## src/rtl/rs485_dir_pkg.sv

```systemverilog
package rs485_dir_pkg;

    localparam int DLY_W  = 8;
    localparam int TAT_W  = 16;
    localparam int CNT_W  = TAT_W + 1;
    localparam int REG_W  = 16;
    localparam int ADDR_W = 3;

    localparam int A_CTRL    = 0;
    localparam int A_DE_PERM = 1;
    localparam int A_RE_PERM = 2;
    localparam int A_DELAYS  = 3;
    localparam int A_TURN    = 4;

    typedef enum logic [1:0] {
        XM_FULL   = 2'd0,
        XM_SW     = 2'd1,
        XM_HALF   = 2'd2,
        XM_SW_ALT = 2'd3
    } xfer_mode_e;

    typedef enum logic [2:0] {
        ST_LISTEN   = 3'd0,
        ST_TURN_IN  = 3'd1,
        ST_DE_LEAD  = 3'd2,
        ST_SEND     = 3'd3,
        ST_DE_TAIL  = 3'd4,
        ST_TURN_OUT = 3'd5
    } dir_state_e;

    typedef struct packed {
        logic             enable;
        logic             re_pol;
        logic             de_pol;
        xfer_mode_e       mode;
        logic             de_perm;
        logic             re_perm;
        logic [DLY_W-1:0] de_lead;
        logic [DLY_W-1:0] de_tail;
        logic [TAT_W-1:0] turn;
    } dir_cfg_t;

endpackage

```

## src/rtl/rs485_dir_regs.sv

```systemverilog
module rs485_dir_regs
    import rs485_dir_pkg::*;
#(
    parameter int AW = ADDR_W,
    parameter int DW = REG_W
) (
    input  logic          clk,
    input  logic          rst_n,
    input  logic          wr_en,
    input  logic [AW-1:0] wr_addr,
    input  logic [DW-1:0] wr_data,
    input  logic          apply,
    output dir_cfg_t      cfg_live
);

    localparam dir_cfg_t CFG_RESET = '{
        enable:  1'b0,
        re_pol:  1'b1,
        de_pol:  1'b1,
        mode:    XM_FULL,
        de_perm: 1'b0,
        re_perm: 1'b0,
        de_lead: '0,
        de_tail: '0,
        turn:    '0
    };

    dir_cfg_t staged;

    // Staging copy: written at any time
    always_ff @(posedge clk or negedge rst_n) begin
        if (!rst_n) begin
            staged <= CFG_RESET;
        end else if (wr_en) begin
            case (wr_addr)
                AW'(A_CTRL): begin
                    staged.enable <= wr_data[0];
                    staged.re_pol <= wr_data[1];
                    staged.de_pol <= wr_data[2];
                    staged.mode   <= xfer_mode_e'(wr_data[4:3]);
                end
                AW'(A_DE_PERM): staged.de_perm <= wr_data[0];
                AW'(A_RE_PERM): staged.re_perm <= wr_data[0];
                AW'(A_DELAYS): begin
                    staged.de_lead <= wr_data[DLY_W-1:0];
                    staged.de_tail <= wr_data[2*DLY_W-1:DLY_W];
                end
                AW'(A_TURN): staged.turn <= wr_data[TAT_W-1:0];
                default: ;
            endcase
        end
    end

    // Live copy: refreshed only while the sequencer rests
    always_ff @(posedge clk or negedge rst_n) begin
        if (!rst_n) begin
            cfg_live <= CFG_RESET;
        end else if (apply) begin
            cfg_live <= staged;
        end
    end

endmodule

```

## src/rtl/rs485_dir_cnt.sv

```systemverilog
module rs485_dir_cnt #(
    parameter int W = 17
) (
    input  logic         clk,
    input  logic         rst_n,
    input  logic         load,
    input  logic [W-1:0] load_val,
    input  logic         tick,
    output logic         zero
);

    logic [W-1:0] cnt_q;

    always_ff @(posedge clk or negedge rst_n) begin
        if (!rst_n) begin
            cnt_q <= '0;
        end else if (load) begin
            cnt_q <= load_val;
        end else if (tick && (cnt_q != '0)) begin
            cnt_q <= cnt_q - W'(1);
        end
    end

    assign zero = (cnt_q == '0);

endmodule

```

## src/rtl/rs485_dir_seq.sv

```systemverilog
module rs485_dir_seq
    import rs485_dir_pkg::*;
#(
    parameter int CW = CNT_W
) (
    input  logic          clk,
    input  logic          rst_n,
    input  logic          run,
    input  dir_cfg_t      cfg,
    input  logic          tx_pending,
    input  logic          tx_idle,
    input  logic          cnt_zero,
    output logic          cnt_load,
    output logic [CW-1:0] cnt_val,
    output logic          busy,
    output logic          de_seq,
    output logic          re_seq,
    output logic          go_seq
);

    dir_state_e state_q, state_d;

    logic [CW-1:0] turn_len;
    logic [CW-1:0] lead_len;
    logic [CW-1:0] tail_len;
    logic          frame_done;

    assign turn_len   = CW'(cfg.turn) + CW'(1);
    assign lead_len   = CW'(cfg.de_lead);
    assign tail_len   = CW'(cfg.de_tail);
    assign frame_done = !tx_pending && tx_idle;

    always_ff @(posedge clk or negedge rst_n) begin
        if (!rst_n) begin
            state_q <= ST_LISTEN;
        end else begin
            state_q <= state_d;
        end
    end

    always_comb begin
        state_d  = state_q;
        cnt_load = 1'b0;
        cnt_val  = '0;
        unique case (state_q)
            ST_LISTEN: begin
                if (run && tx_pending) begin
                    state_d  = ST_TURN_IN;
                    cnt_load = 1'b1;
                    cnt_val  = turn_len;
                end
            end
            ST_TURN_IN: begin
                if (cnt_zero) begin
                    if (lead_len != '0) begin
                        state_d  = ST_DE_LEAD;
                        cnt_load = 1'b1;
                        cnt_val  = lead_len;
                    end else begin
                        state_d = ST_SEND;
                    end
                end
            end
            ST_DE_LEAD: begin
                if (cnt_zero) begin
                    state_d = ST_SEND;
                end
            end
            ST_SEND: begin
                if (frame_done) begin
                    cnt_load = 1'b1;
                    if (tail_len != '0) begin
                        state_d = ST_DE_TAIL;
                        cnt_val = tail_len;
                    end else begin
                        state_d = ST_TURN_OUT;
                        cnt_val = turn_len;
                    end
                end
            end
            ST_DE_TAIL: begin
                if (cnt_zero) begin
                    state_d  = ST_TURN_OUT;
                    cnt_load = 1'b1;
                    cnt_val  = turn_len;
                end
            end
            ST_TURN_OUT: begin
                if (cnt_zero) begin
                    state_d = ST_LISTEN;
                end
            end
            default: state_d = ST_LISTEN;
        endcase
    end

    always_comb begin
        de_seq = 1'b0;
        re_seq = 1'b0;
        go_seq = 1'b0;
        unique case (state_q)
            ST_LISTEN:   re_seq = 1'b1;
            ST_TURN_IN:  ;
            ST_DE_LEAD:  de_seq = 1'b1;
            ST_SEND: begin
                de_seq = 1'b1;
                go_seq = 1'b1;
            end
            ST_DE_TAIL:  de_seq = 1'b1;
            ST_TURN_OUT: ;
            default:     ;
        endcase
    end

    assign busy = (state_q != ST_LISTEN);

endmodule

```

## src/rtl/rs485_dir_pins.sv

```systemverilog
module rs485_dir_pins
    import rs485_dir_pkg::*;
(
    input  dir_cfg_t cfg,
    input  logic     de_seq,
    input  logic     re_seq,
    input  logic     go_seq,
    input  logic     tx_pending,
    input  logic     tx_idle,
    input  logic     uart_rts,
    output logic     de_on,
    output logic     re_on,
    output logic     tx_go,
    output logic     de_rts_pin,
    output logic     re_pin
);

    logic de_want;
    logic re_want;
    logic go_want;

    always_comb begin
        de_want = 1'b0;
        re_want = 1'b0;
        go_want = 1'b1;
        unique case (cfg.mode)
            XM_FULL: begin
                de_want = tx_pending || !tx_idle;
                re_want = 1'b1;
            end
            XM_HALF: begin
                de_want = de_seq;
                re_want = re_seq;
                go_want = go_seq;
            end
            XM_SW, XM_SW_ALT: begin
                de_want = 1'b1;
                re_want = 1'b1;
            end
            default: ;
        endcase
    end

    assign de_on      = cfg.enable && cfg.de_perm && de_want;
    assign re_on      = cfg.enable && cfg.re_perm && re_want;
    assign tx_go      = cfg.enable ? go_want : 1'b1;
    assign de_rts_pin = cfg.enable ? (de_on ? cfg.de_pol : !cfg.de_pol) : uart_rts;
    assign re_pin     = re_on ? cfg.re_pol : !cfg.re_pol;

endmodule

```

## src/rtl/rs485_dir_ctrl.sv

```systemverilog
module rs485_dir_ctrl
    import rs485_dir_pkg::*;
#(
    parameter int ADDR_WIDTH = ADDR_W,
    parameter int DATA_WIDTH = REG_W
) (
    input  logic                  clk,
    input  logic                  rst_n,
    input  logic                  sclk_tick,
    input  logic                  wr_en,
    input  logic [ADDR_WIDTH-1:0] wr_addr,
    input  logic [DATA_WIDTH-1:0] wr_data,
    input  logic                  tx_pending,
    input  logic                  tx_idle,
    input  logic                  uart_rts,
    output logic                  tx_go,
    output logic                  de_rts_pin,
    output logic                  re_pin
);

    localparam int CW = CNT_W;

    dir_cfg_t      cfg;
    logic          busy;
    logic          run;
    logic          cnt_load;
    logic [CW-1:0] cnt_val;
    logic          cnt_zero;
    logic          de_seq;
    logic          re_seq;
    logic          go_seq;
    logic          de_on;
    logic          re_on;

    assign run = cfg.enable && (cfg.mode == XM_HALF);

    rs485_dir_regs #(
        .AW (ADDR_WIDTH),
        .DW (DATA_WIDTH)
    ) u_regs (
        .clk      (clk),
        .rst_n    (rst_n),
        .wr_en    (wr_en),
        .wr_addr  (wr_addr),
        .wr_data  (wr_data),
        .apply    (!busy),
        .cfg_live (cfg)
    );

    rs485_dir_cnt #(
        .W (CW)
    ) u_cnt (
        .clk      (clk),
        .rst_n    (rst_n),
        .load     (cnt_load),
        .load_val (cnt_val),
        .tick     (sclk_tick),
        .zero     (cnt_zero)
    );

    rs485_dir_seq #(
        .CW (CW)
    ) u_seq (
        .clk        (clk),
        .rst_n      (rst_n),
        .run        (run),
        .cfg        (cfg),
        .tx_pending (tx_pending),
        .tx_idle    (tx_idle),
        .cnt_zero   (cnt_zero),
        .cnt_load   (cnt_load),
        .cnt_val    (cnt_val),
        .busy       (busy),
        .de_seq     (de_seq),
        .re_seq     (re_seq),
        .go_seq     (go_seq)
    );

    rs485_dir_pins u_pins (
        .cfg        (cfg),
        .de_seq     (de_seq),
        .re_seq     (re_seq),
        .go_seq     (go_seq),
        .tx_pending (tx_pending),
        .tx_idle    (tx_idle),
        .uart_rts   (uart_rts),
        .de_on      (de_on),
        .re_on      (re_on),
        .tx_go      (tx_go),
        .de_rts_pin (de_rts_pin),
        .re_pin     (re_pin)
    );

endmodule

```

## config.mk

```make
export PLATFORM = sky130hd
export DESIGN_NAME = rs485_dir_ctrl
export DESIGN_NICKNAME = d
export VERILOG_FILES = /design/src/rtl/rs485_dir_pkg.sv /design/src/rtl/rs485_dir_regs.sv /design/src/rtl/rs485_dir_cnt.sv /design/src/rtl/rs485_dir_seq.sv /design/src/rtl/rs485_dir_pins.sv /design/src/rtl/rs485_dir_ctrl.sv
export SDC_FILE = /design/constraint.sdc
export NUM_CORES = 1
export LEC_CHECK = 0
export BUFFER_PORTS_ARGS = -buffer_cell sky130_fd_sc_hd__buf_2
export CAP_MARGIN = 5
export CORE_UTILIZATION = 34
export DETAILED_ROUTE_END_ITERATION = 12
export PLACE_DENSITY_LB_ADDON = 0.08
export SLEW_MARGIN = 0
export SYNTH_ARGS = -nofsm -noshare
export SYNTH_HDL_FRONTEND = slang
export SYNTH_SLANG_ARGS = --single-unit
```

## constraint.sdc

```tcl
create_clock -name clk -period 3.3 [get_ports clk]
set_clock_uncertainty 0.05 [all_clocks]
set_input_delay 0.825 -clock clk [delete_from_list [all_inputs] [get_ports clk]]
set_output_delay 0.825 -clock clk [all_outputs]
set_load 0.02 [all_outputs]
```

Word level (Yosys, flattened, before mapping)

Cells that the tools add are included.
Widths: inputs -> output; s select.

Reductions and logical operators: 31
$lt $le $gt $ge: 0
Multiply operators: 0
Div/mod/pow operators: 0
Add/sub/neg operators: 2
Shift-type cells: 0
Bitwise logic cells: 0
Multiplexer cells: 34
Equality and inequality tests: 18

Operators by type and width:

| operator              | number |
|---|---|
| $mux 17               | 7 |
| $pmux 17 s4           | 1 |
| $reduce_bool 17->1    | 3 |
| $mux 3                | 6 |
| $pmux 3 s6            | 1 |
| $add 16x1->17 const B | 1 |
| $logic_not 17->1      | 1 |
| $sub 17x1->17 const B | 1 |
| $mux 1                | 15 |
| $eq 3x2->1 const B    | 4 |
| $reduce_and 2->1      | 5 |
| $eq 3x3->1 const B    | 3 |
| $logic_and 1x1->1     | 8 |
| $mux 8                | 1 |
| $ne 2x2->1 const B    | 4 |
| $eq 3x1->1 const B    | 2 |
| $logic_not 3->1       | 2 |
| $reduce_and 6->1      | 1 |
| $reduce_or 3->1       | 2 |
| $eq 2x2->1 const B    | 2 |
| $logic_not 1->1       | 4 |
| $ne 2x1->1 const B    | 2 |
| $pmux 1 s4            | 1 |
| $pmux 1 s3            | 1 |
| 7 further kinds       | 7 |

Memories kept: 0
Bits of input ports: 26
Bits in writable memories: 0
ROM bits: 0
Output and inout bits: 3
Bits in latches: 0
Bits in registers: 98

Longest topological paths before layout

Gate-level depths: netlist of run 1.

Depth in word-level cells: 7
Depth in mapped cells: 10

Hierarchy

A second synthesis of run 1 with hierarchy kept.

Cell total of the unflattened synthesis: 431
Area, all modules: 4941.0 sq um

Modules (own cells, without submodules):

| module         | times used | area each (sq um) | sequential area each (sq um) | cells each |
|---|---|---|---|---|
| rs485_dir_regs | 1          | 2947.8            | 1956.9                       | 168 |
| rs485_dir_cnt  | 1          | 1132.3            | 425.4                        | 134 |
| rs485_dir_seq  | 1          | 744.5             | 75.1                         | 113 |
| rs485_dir_pins | 1          | 103.8             | 0.0                          | 14 |
| rs485_dir_ctrl | 1          | 12.5              | 0.0                          | 2 |

Worst setup path before layout of run 1

Ideal clock, no wire load.

Kind: in2out
Start point: input port tx_idle
End point: output port de_rts_pin
Stages: 6
Setup slack: 0.588 ns
Required time: 2.425 ns
Path buffers: 0
Data arrival time: 1.837 ns
Cells stage by stage: nor2b_1 > and2_1 > a31oi_1 > o21ai_0 > xor2_1 > mux2_2

Longest elaborated chain between the ends: 6

Ends and longest elaborated chain:

| element              | RTL line             | source |
|---|---|---|
| from (decl)          | rs485_dir_ctrl.sv:14 | `input logic tx_idle,` |
| $logic_not 1->1      | rs485_dir_pins.sv:28 | `de_want = tx_pending \|\| !tx_idle;` |
| $logic_or 1x1->1     | rs485_dir_pins.sv:28 |  |
| $pmux 1 s3           | rs485_dir_pins.sv:26 | `unique case (cfg.mode)` |
| $logic_and 1x1->1    | rs485_dir_pins.sv:44 | `assign de_on = cfg.enable && cfg.de_perm && de_want;` |
| $mux 1 (2 in series) | rs485_dir_pins.sv:47 | `assign de_rts_pin = cfg.enable ? (de_on ? cfg.de_pol : !cfg.de_pol) : uart_rts;` |
| to (decl)            | rs485_dir_ctrl.sv:17 | `output logic de_rts_pin,` |

No other way between the ends.

Worst setup path after layout of run 1

Start point: register u_seq.state_q[1]
End point: output port de_rts_pin

Longest elaborated chain between the ends: 7

Ends and longest elaborated chain:

| element                                         | RTL line             | source |
|---|---|---|
| from (decl)                                     | rs485_dir_seq.sv:21  | `dir_state_e state_q, state_d;` |
| from (signal assigned)                          | rs485_dir_seq.sv:37  | `state_q <= state_d;` |
| $eq 3x2->1 / $eq 3x3->1 (equally long branches) | rs485_dir_seq.sv:101 | `unique case (state_q)` |
| $reduce_or 3->1 (no source line) (*)            | --                   |  |
| $mux 1 (*)                                      | rs485_dir_seq.sv:101 |  |
| $pmux 1 s3 (*)                                  | rs485_dir_pins.sv:26 |  |
| $logic_and 1x1->1 (*)                           | rs485_dir_pins.sv:44 |  |
| $mux 1 (*) (2 in series)                        | rs485_dir_pins.sv:47 |  |

Every way passes the cells marked *; elsewhere a longest branch is shown, timed or not.

==> results of run 1 <==
-- routing by layer --
layer	part of all wire [%]	routed length (µm)	GRT usage (%)
met5	0	0	0
met3	2.5	257	2.38
met1	52	5440	23.4
met4	1.3	140	7.11
met2	44	4630	23.9
-- stage by stage --
stage / std cells / utilization (%) / power [µW] / setup WS (ns) / hold slack (ns)
after CTS: 622 / 40.6 / 4590 / 0.284 / 0.443
after global routing: 622 / 40.6 / 4840 / 0.178 / 0.470
after detailed placement: 606 / 38.3 / 3500 / 0.379 / 0.426
after global placement: 606 / 38.3 / 3480 / 0.455 / 0.429
after floorplan: 405 / - / 3060 / 0.588 / 0.396
final: 622 / 40.6 / 4530 / 0.327 / 0.435
-- layout by cell type, fill, tap and decap left out, types with 4 or more instances in the layout --
cell	synthesis	final
dfrtp_1	94	94
mux2_2	75	75
nand2_1	29	29
buf_2	1	27
nor2_1	23	23
xnor2_1	16	16
nand3_1	13	13
buf_4	0	13
o21ai_0	11	11
xor2_1	10	10
nor3_1	11	9
clkbuf_16	0	9
nor4_1	8	8
nand4_1	8	8
o22ai_1	8	8
inv_1	7	7
nor2b_1	6	6
a21oi_1	6	6
or3_1	5	5
a31oi_1	4	4
a22oi_1	4	4
dfstp_2	4	4
-- registers in the layout, indices dropped and copies added, names as in the netlist --
| register | flops |
|---|---|
| u_seq.state_q | 3 |
| u_regs.staged | 39 |
| u_cnt.cnt_q | 17 |
| u_regs.cfg_live | 39 |
-- critical path: stages, from the launching register on --
cell,delay [ns]
dfrtp_1,0.74
nand2b_1,0.14
a31oi_1,0.20
o21ai_0,0.11
xor2_1,0.15
mux2_2,0.26
buf_2,0.16
-- final cells by class --
cell class                      count  area, µm²
Fill cell                        1331       7960
Multi-Input combinational cell    284       2180
Tap cell                          176        220
Inverter                            7       26.3
Timing Repair Buffer               41        253
Clock buffer                       10        239
Sequential cell                    98       2460
Clock inverter                      6       65.1
-- final timing paths --
kind	cells past startpoint	from	endpoint
min in group asynchronous	1	rst_n	u_regs.cfg_live[35]
worst min-delay path	2	u_regs.staged[5]	u_regs.cfg_live[5]
worst min register to register	2	u_regs.staged[5]	u_regs.cfg_live[5]
max in group asynchronous	2	rst_n	u_regs.cfg_live[37]
worst max register to register	8	u_cnt.cnt_q[13]	u_cnt.cnt_q[4]
worst max-delay path	6	u_seq.state_q[1]	de_rts_pin
-- kinds of logic (layout without fill, tap and decap cells) --
family          after synthesis  after routing
simple gates                126            126
flops                        98             98
mux                          76             76
compound gates               53             53
xor+xnor                     26             26
buf+inv                      23             64
fa+ha+maj                     3              3
-- Yosys cell counts, drive strengths merged, types with 4 or more instances --
cell type	n	area, µm²
nand4	8	50.1
nor2	23	86.3
o22ai	8	50.1
a22oi	4	30.0
clkbuf	14	52.6
nor3	11	55.1
o21ai	11	55.1
dfstp	4	105
nand2	29	109
nor4	9	71.3
xor2	10	87.6
xnor2	16	140
nand3	13	65.1
a31oi	4	25.0
or3	6	42.5
a21oi	6	30.0
mux2	75	845
dfrtp	94	2350
inv	7	26.3
nor2b	6	37.5
-- power by group --
part	switching (µW)	internal, µW
clock network	457	610
logic	620	730
registers	449	1660
total	1530	3000
==> flow_summary.json, run 1 <==
{
  "firstDrtPassIters": 4,
  "htreeDepth": 3,
  "routed_wl_um": 10500,
  "wl_per_cell_um": 16.8,
  "grt_pass1_wl_um": 17600,
  "seq_area_frac_synth_pct": 52.1,
  "synth-edff-count": 0,
  "r2r_slack_ns": 0.61,
  "avgSynthCellArea_um2": 11.7,
  "grt_usage_pct": 16.2,
  "p_leak_uw": 0.00223,
  "cts_buffer_depth": 2,
  "ant_nets": 0,
  "maxSlewViolCount": 0,
  "ys_seq_elements": 98,
  "drt_iter0_markers": 164,
  "vias_per_cell": 5.11,
  "grt_setup_unrepaired": "no",
  "status": "complete, no violations",
  "grt_pass1_vias": 3207,
  "async_reset_ff_share_pct": 100,
  "io_pins": 29,
  "worstPathRequired_ns": 2.42,
  "antenna_cells": 0,
  "fp.dieW_um": 120,
  "die_y_um": 120,
  "cts.sinks": 98,
  "max_cap_violations": 0,
  "clk_pin_slew_ns": 0.06,
  "synth-xor-area-share_pct": 4.83,
  "hp-class": "reg2reg",
  "nets": 470,
  "hpwlAfterDp_um": 7700,
  "rows": 42,
  "vias": 3176,
  "start_kind": "register",
  "synth_top_family_by_area": "multiplexers",
  "peakVddDrop_mv": 0.325,
  "synth_nets": 434,
  "cts_tree": "yes",
  "yosysWarnings": 0,
  "clock_latency_ns": 0.34,
  "cts_setup_buffers": 0,
  "synth_mux_area_share_pct": 18.1,
  "slew_headroom_pct": 56.3,
  "synth_cell_types": 50,
  "drive_gt1_share_pct": 32.5,
  "synthFlopType": "dfrtp_1",
  "synth-simple-area-share_pct": 14.2,
  "initial_core_util_pct": 35.2,
  "drc": 0,
  "synthCells": 405,
  "dieArea_um2": 14400,
  "cts_buffers": 9,
  "post_dp_cell_area_um2": 5130,
  "place.port_buffers": 28,
  "crit_arrival_ns": 2.10,
  "setup_viol": 0,
  "area_delta_synth_final_pct": 15.2,
  "ctsRootBufferMaster": "clkbuf_16",
  "worstMarginPinSlew_ns": 0.650,
  "finalCriticalPeriod_ns": 2.97,
  "fin_area_um2": 5440,
  "core_um2": 13400,
  "synth_compound_area_share_pct": 8.03,
  "synth_area_um2": 4720,
  "ctsResizeCount": 0,
  "gp_congestion": 0.754,
  "critPathKind": "reg2out",
  "cp-end-kind": "output pin",
  "hold_violations": 0,
  "grt-ovfl-total": 0,
  "grt_max_degree": 51,
  "timing.fmax_mhz": 336,
  "p_per_area_nw_per_um2": 833,
  "grt_antenna_before_repair": 0,
  "synthAdderAreaFrac_pct": 0.795,
  "cp_max_fo": 17,
  "ctsHoldBuffers": 0,
  "finalSetupTns_ns": 0,
  "fin_crit_sh_pct": 90.1
}
Power figures use the tool's default switching activity.
==> run 2, diff against run 1 <==
CELL_PAD_IN_SITES_DETAIL_PLACEMENT = 0   (was not set)
CELL_PAD_IN_SITES_GLOBAL_PLACEMENT = 1   (was not set)
==> flow_summary.json, run 2 (synthesis results as in run 1) <==
{
  "status": "complete, no violations",
  "critical-path-top-delay-family": "compound AO/OA/AOI/OAI gates",
  "fillers": 1319,
  "cts.sinks": 98,
  "grt_pass1_wl_um": 17900,
  "grt-ovfl-total": 0,
  "p_per_area_nw_per_um2": 827,
  "ctsHoldBuffers": 0,
  "routed_wl_um": 10700,
  "seqCellArea_um2": 2460,
  "final_core_util_pct": 40.4,
  "finalSetupTns_ns": 0,
  "finalCriticalPeriod_ns": 2.90,
  "io_pins": 29,
  "clock_latency_ns": 0.35,
  "worstPathRequired_ns": 2.42,
  "ant_nets": 0,
  "cp_max_fo": 11,
  "worstMarginPinSlew_ns": 1.08,
  "cp-end-kind": "output pin",
  "clk_pin_slew_ns": 0.07,
  "hpwlAfterDp_um": 7930,
  "critPathKind": "reg2out",
  "ctsResizeCount": 0,
  "setup_viol": 0,
  "place.port_buffers": 28,
  "drc": 0,
  "core_um2": 13400,
  "layout_common_cells": "94 x dfrtp_1, 75 x mux2_2, 29 x nand2_1, 27 x buf_2, 23 x nor2_1",
  "critical_path.cell_chain": "nor3_2 -> o311ai_0 -> xor2_1 -> buf_2",
  "slowest_delay_ns": 0.63,
  "drt_iter0_markers": 189,
  "cts_tree": "yes",
  "dieArea_um2": 14400,
  "peakVddDrop_mv": 0.379,
  "fp.dieW_um": 120,
  "slew_headroom_pct": 27.9,
  "start_kind": "register",
  "cts_setup_buffers": 0,
  "slowest_stage": "o311ai_0",
  "vias": 3226,
  "nets": 470,
  "rows": 42,
  "ctsRootBufferMaster": "clkbuf_16",
  "htreeDepth": 3,
  "grt_pass1_vias": 3274,
  "drive_gt1_share_pct": 32.1,
  "multi_input_area_um2": 2180,
  "max_cap_violations": 0,
  "grt_setup_unrepaired": "no",
  "hold_violations": 0,
  "gp_congestion": 0.791,
  "die_y_um": 120,
  "grt_usage_pct": 16.5,
  "p_leak_uw": 0.00222,
  "cts_buffer_depth": 2,
  "crit_arrival_ns": 2.02,
  "maxSlewViolCount": 0,
  "timing.fmax_mhz": 345,
  "grt_antenna_before_repair": 0,
  "wl_per_cell_um": 17.2,
  "vias_per_cell": 5.19,
  "cts_buffers": 9,
  "fin_crit_sh_pct": 87.7,
  "hp-class": "in2async",
  "area_delta_synth_final_pct": 14.6,
  "antenna_cells": 0,
  "layout_commonest_cell": "dfrtp_1",
  "firstDrtPassIters": 5,
  "grt_max_degree": 48,
  "reg_top3": "u_regs.cfg_live x39, u_regs.staged x39, u_cnt.cnt_q x17",
  "initial_core_util_pct": 35.2,
  "critPathBufInv": 1
}
==> run 2: cell types whose count changed in the layout (fill, tap and decap cells not counted), sizes merged <==
cell,before,now
clkbuf,10,12
clkinv,3,4
inv,8,7
bufinv,1,0
clkinvlp,1,0
==> run 2: area by class of cell <==
| cell class | instances | share of cell area (%) |
|---|---|---|
| clock inverter | 4 | 0.509 |
| timing repair buffer | 41 | 4.67 |
| tap | 176 | 4.07 |
| inverter | 7 | 0.486 |
| multi-input combinational | 284 | 40.3 |
| clock buffer | 12 | 4.56 |
| sequential | 98 | 45.4 |
==> run 2: per-layer routing <==
| metal | GRT usage [%] | vias up | wire length [µm] |
|---|---|---|---|
| met5 | 0 | - | 0 |
| met4 | 7.89 | 0 | 257 |
| met3 | 2.42 | 12 | 241 |
| met2 | 24.3 | 41 | 4660 |
| met1 | 23.8 | 1620 | 5520 |
| li1 | - | 1553 | - |
==> run 2: final timing paths <==
check                                           end  cells past startpoint  slack [ns]        startpoint
max in group asynchronous       u_regs.cfg_live[15]                      2        2.11             rst_n
worst min register to register   u_regs.cfg_live[5]                      2        0.43  u_regs.staged[5]
worst max register to register       u_cnt.cnt_q[3]                      9        0.51    u_cnt.cnt_q[0]
worst max-delay path                         re_pin                      4        0.40  u_seq.state_q[1]
min in group clk                 u_regs.cfg_live[5]                      2        0.43  u_regs.staged[5]
worst min-delay path               u_seq.state_q[0]                      1        0.43             rst_n
==> run 2: worst register-to-register path: cells and delay by family, from the launching register on <==
family	cells	cell delay, ns
simple gates	4	1.24
buf+inv	2	0.27
flops	1	0.40
compound gates	2	0.52
fa+ha+maj	1	0.20
==> run 2: through the flow <==
stage	worst slack, ns	std cells	instance area, µm²	hold slack (ns)	power (µW)
global placement	0.352	606	5130	0.424	3510
detailed placement	0.301	606	5130	0.423	3530
floorplan	0.588	405	4720	0.396	3060
finish	0.404	622	5410	0.429	4470
CTS	0.393	622	5410	0.439	4540
global route	0.204	622	5410	0.459	4800
==> run 2: power by group <==
part,switching [µW],internal [µW],total (µW)
Combinational,638,727,1370
Clock,445,532,978
Sequential,467,1660,2130
Total,1550,2920,4470
==> run 3, diff against run 2 <==
CAP_MARGIN = 20   (was 5)
CORE_UTILIZATION = 49   (was 34)
==> flow_summary.json, run 3 (synthesis results as in run 1) <==
{
  "status": "complete, no violations",
  "vias_per_cell": 5.59,
  "final_cells": 574,
  "finalCriticalPeriod_ns": 2.90,
  "core_um2": 9280,
  "wl_per_cell_um": 16.7,
  "path_common_cell": "buf_2",
  "hp-class": "in2async",
  "grt-ovfl-total": 0,
  "hold_violations": 0,
  "cts.sinks": 98,
  "clock_latency_ns": 0.36,
  "p_leak_uw": 0.00217,
  "drive_gt1_share_pct": 32.1,
  "ctsResizeCount": 0,
  "grt_pass1_vias": 3121,
  "slew_headroom_pct": 41.3,
  "grt_pass1_wl_um": 16200,
  "clk_pin_slew_ns": 0.10,
  "peakVddDrop_mv": 0.477,
  "grt_usage_pct": 21.1,
  "dieArea_um2": 10000,
  "critPathKind": "in2out",
  "p_per_area_nw_per_um2": 798,
  "die_y_um": 100,
  "setup_viol": 0,
  "finalSetupTns_ns": 0,
  "ant_nets": 0,
  "hpwlAfterDp_um": 7160,
  "cts_setup_buffers": 0,
  "reg2reg_depth": 6,
  "max_cap_violations": 0,
  "grt_setup_unrepaired": "no",
  "fin_crit_sh_pct": 87.8,
  "cp-end-kind": "output pin",
  "critical-path-top-delay-family": "simple AND/OR/NAND/NOR gates",
  "gp_congestion": 0.816,
  "place.port_buffers": 28,
  "layout_common_cells": "94 x dfrtp_1, 75 x mux2_2, 29 x nand2_1, 27 x buf_2, 23 x nor2_1",
  "grt_antenna_before_repair": 0,
  "cp_max_fo": 2,
  "initial_core_util_pct": 50.8,
  "timing.fmax_mhz": 345,
  "worstMarginPinSlew_ns": 0.879,
  "grt_max_degree": 49,
  "slowest_delay_ns": 0.26,
  "antenna_cells": 0,
  "cts_buffers": 9,
  "reg_top3": "u_regs.cfg_live x39, u_regs.staged x39, u_cnt.cnt_q x17",
  "area_delta_synth_final_pct": 11.3,
  "slowest_stage": "mux2_2",
  "critical_path.cell_chain": "buf_2 -> nor2b_1 -> and2_1 -> a31oi_1 -> o21ai_0 -> xor2_1 -> mux2_2 -> buf_2",
  "fp.dieW_um": 100,
  "nets": 469,
  "crit_arrival_ns": 2.02,
  "dp_cells": 558,
  "ctsHoldBuffers": 0,
  "maxSlewViolCount": 0,
  "drc": 0,
  "cts_buffer_depth": 2,
  "r2r_end": "u_cnt.cnt_q[12]",
  "finalPower_uw": 4190,
  "r2r_slack_ns": 0.66,
  "vias": 3206,
  "worstPathRequired_ns": 2.42,
  "rows": 35,
  "start_kind": "primary input",
  "reg2reg_from": "u_cnt.cnt_q[5]",
  "cts_tree": "yes",
  "drt_iter0_markers": 142,
  "path_depth": 8,
  "layout_commonest_cell": "dfrtp_1",
  "firstDrtPassIters": 4,
  "ctsRootBufferMaster": "clkbuf_8",
  "critPathBufInv": 2,
  "routed_wl_um": 9610,
  "htreeDepth": 3,
  "io_pins": 29,
  "fin_hold_ws_ns": 0.352
}
==> run 3: how the worst max path moves through the flow <==
stage,start,endpoint,slack (ns)
finish,tx_idle,de_rts_pin,0.40
global placement,tx_idle,de_rts_pin,0.46
floorplan,tx_idle,de_rts_pin,0.59
CTS,tx_idle,de_rts_pin,0.39
global route,u_seq.state_q[2],re_pin,0.29
detailed placement,tx_idle,de_rts_pin,0.41
==> run 3: power breakdown <==
group / internal (µW) / switching, µW
Combinational: 723 / 622
Clock: 295 / 442
Sequential: 1660 / 452
Total: 2680 / 1520
==> run 3: per-stage QoR <==
| stage | setup slack, ns | area (µm²) | utilization (%) |
|---|---|---|---|
| final | 0.403 | 5250 | 56.6 |
| after global placement | 0.460 | 5070 | 54.6 |
| after floorplan | 0.588 | 4720 | - |
| after global routing | 0.287 | 5250 | 56.6 |
| after CTS | 0.395 | 5250 | 56.6 |
| after detailed placement | 0.406 | 5070 | 54.6 |
==> run 3: final cells by class <==
type / instances / area [µm²]
clock buffers: 10 / 128
clock inverters: 6 / 57.6
fillers: 846 / 4030
inverters: 7 / 26.3
multi-input cells: 284 / 2180
flip-flops and latches: 98 / 2460
well taps: 129 / 161
repair buffers: 40 / 245
==> run 3: routing by layer <==
metal	share of wire, %	wire length (µm)	up-vias	global-route usage, %
met4	1.3	129	0	5.35
li1	-	-	1555	-
met3	2.4	231	8	4.11
met2	44	4230	43	31.0
met5	0	0	-	0
met1	52	5020	1600	32.0
==> run 3: worst reg2reg max path, delay by kind of cell (launching register included) <==
family	cells	cell delay [ns]
flip-flops	1	0.42
AO/OA/AOI/OAI	1	0.34
AND/OR/NAND/NOR	5	1.72
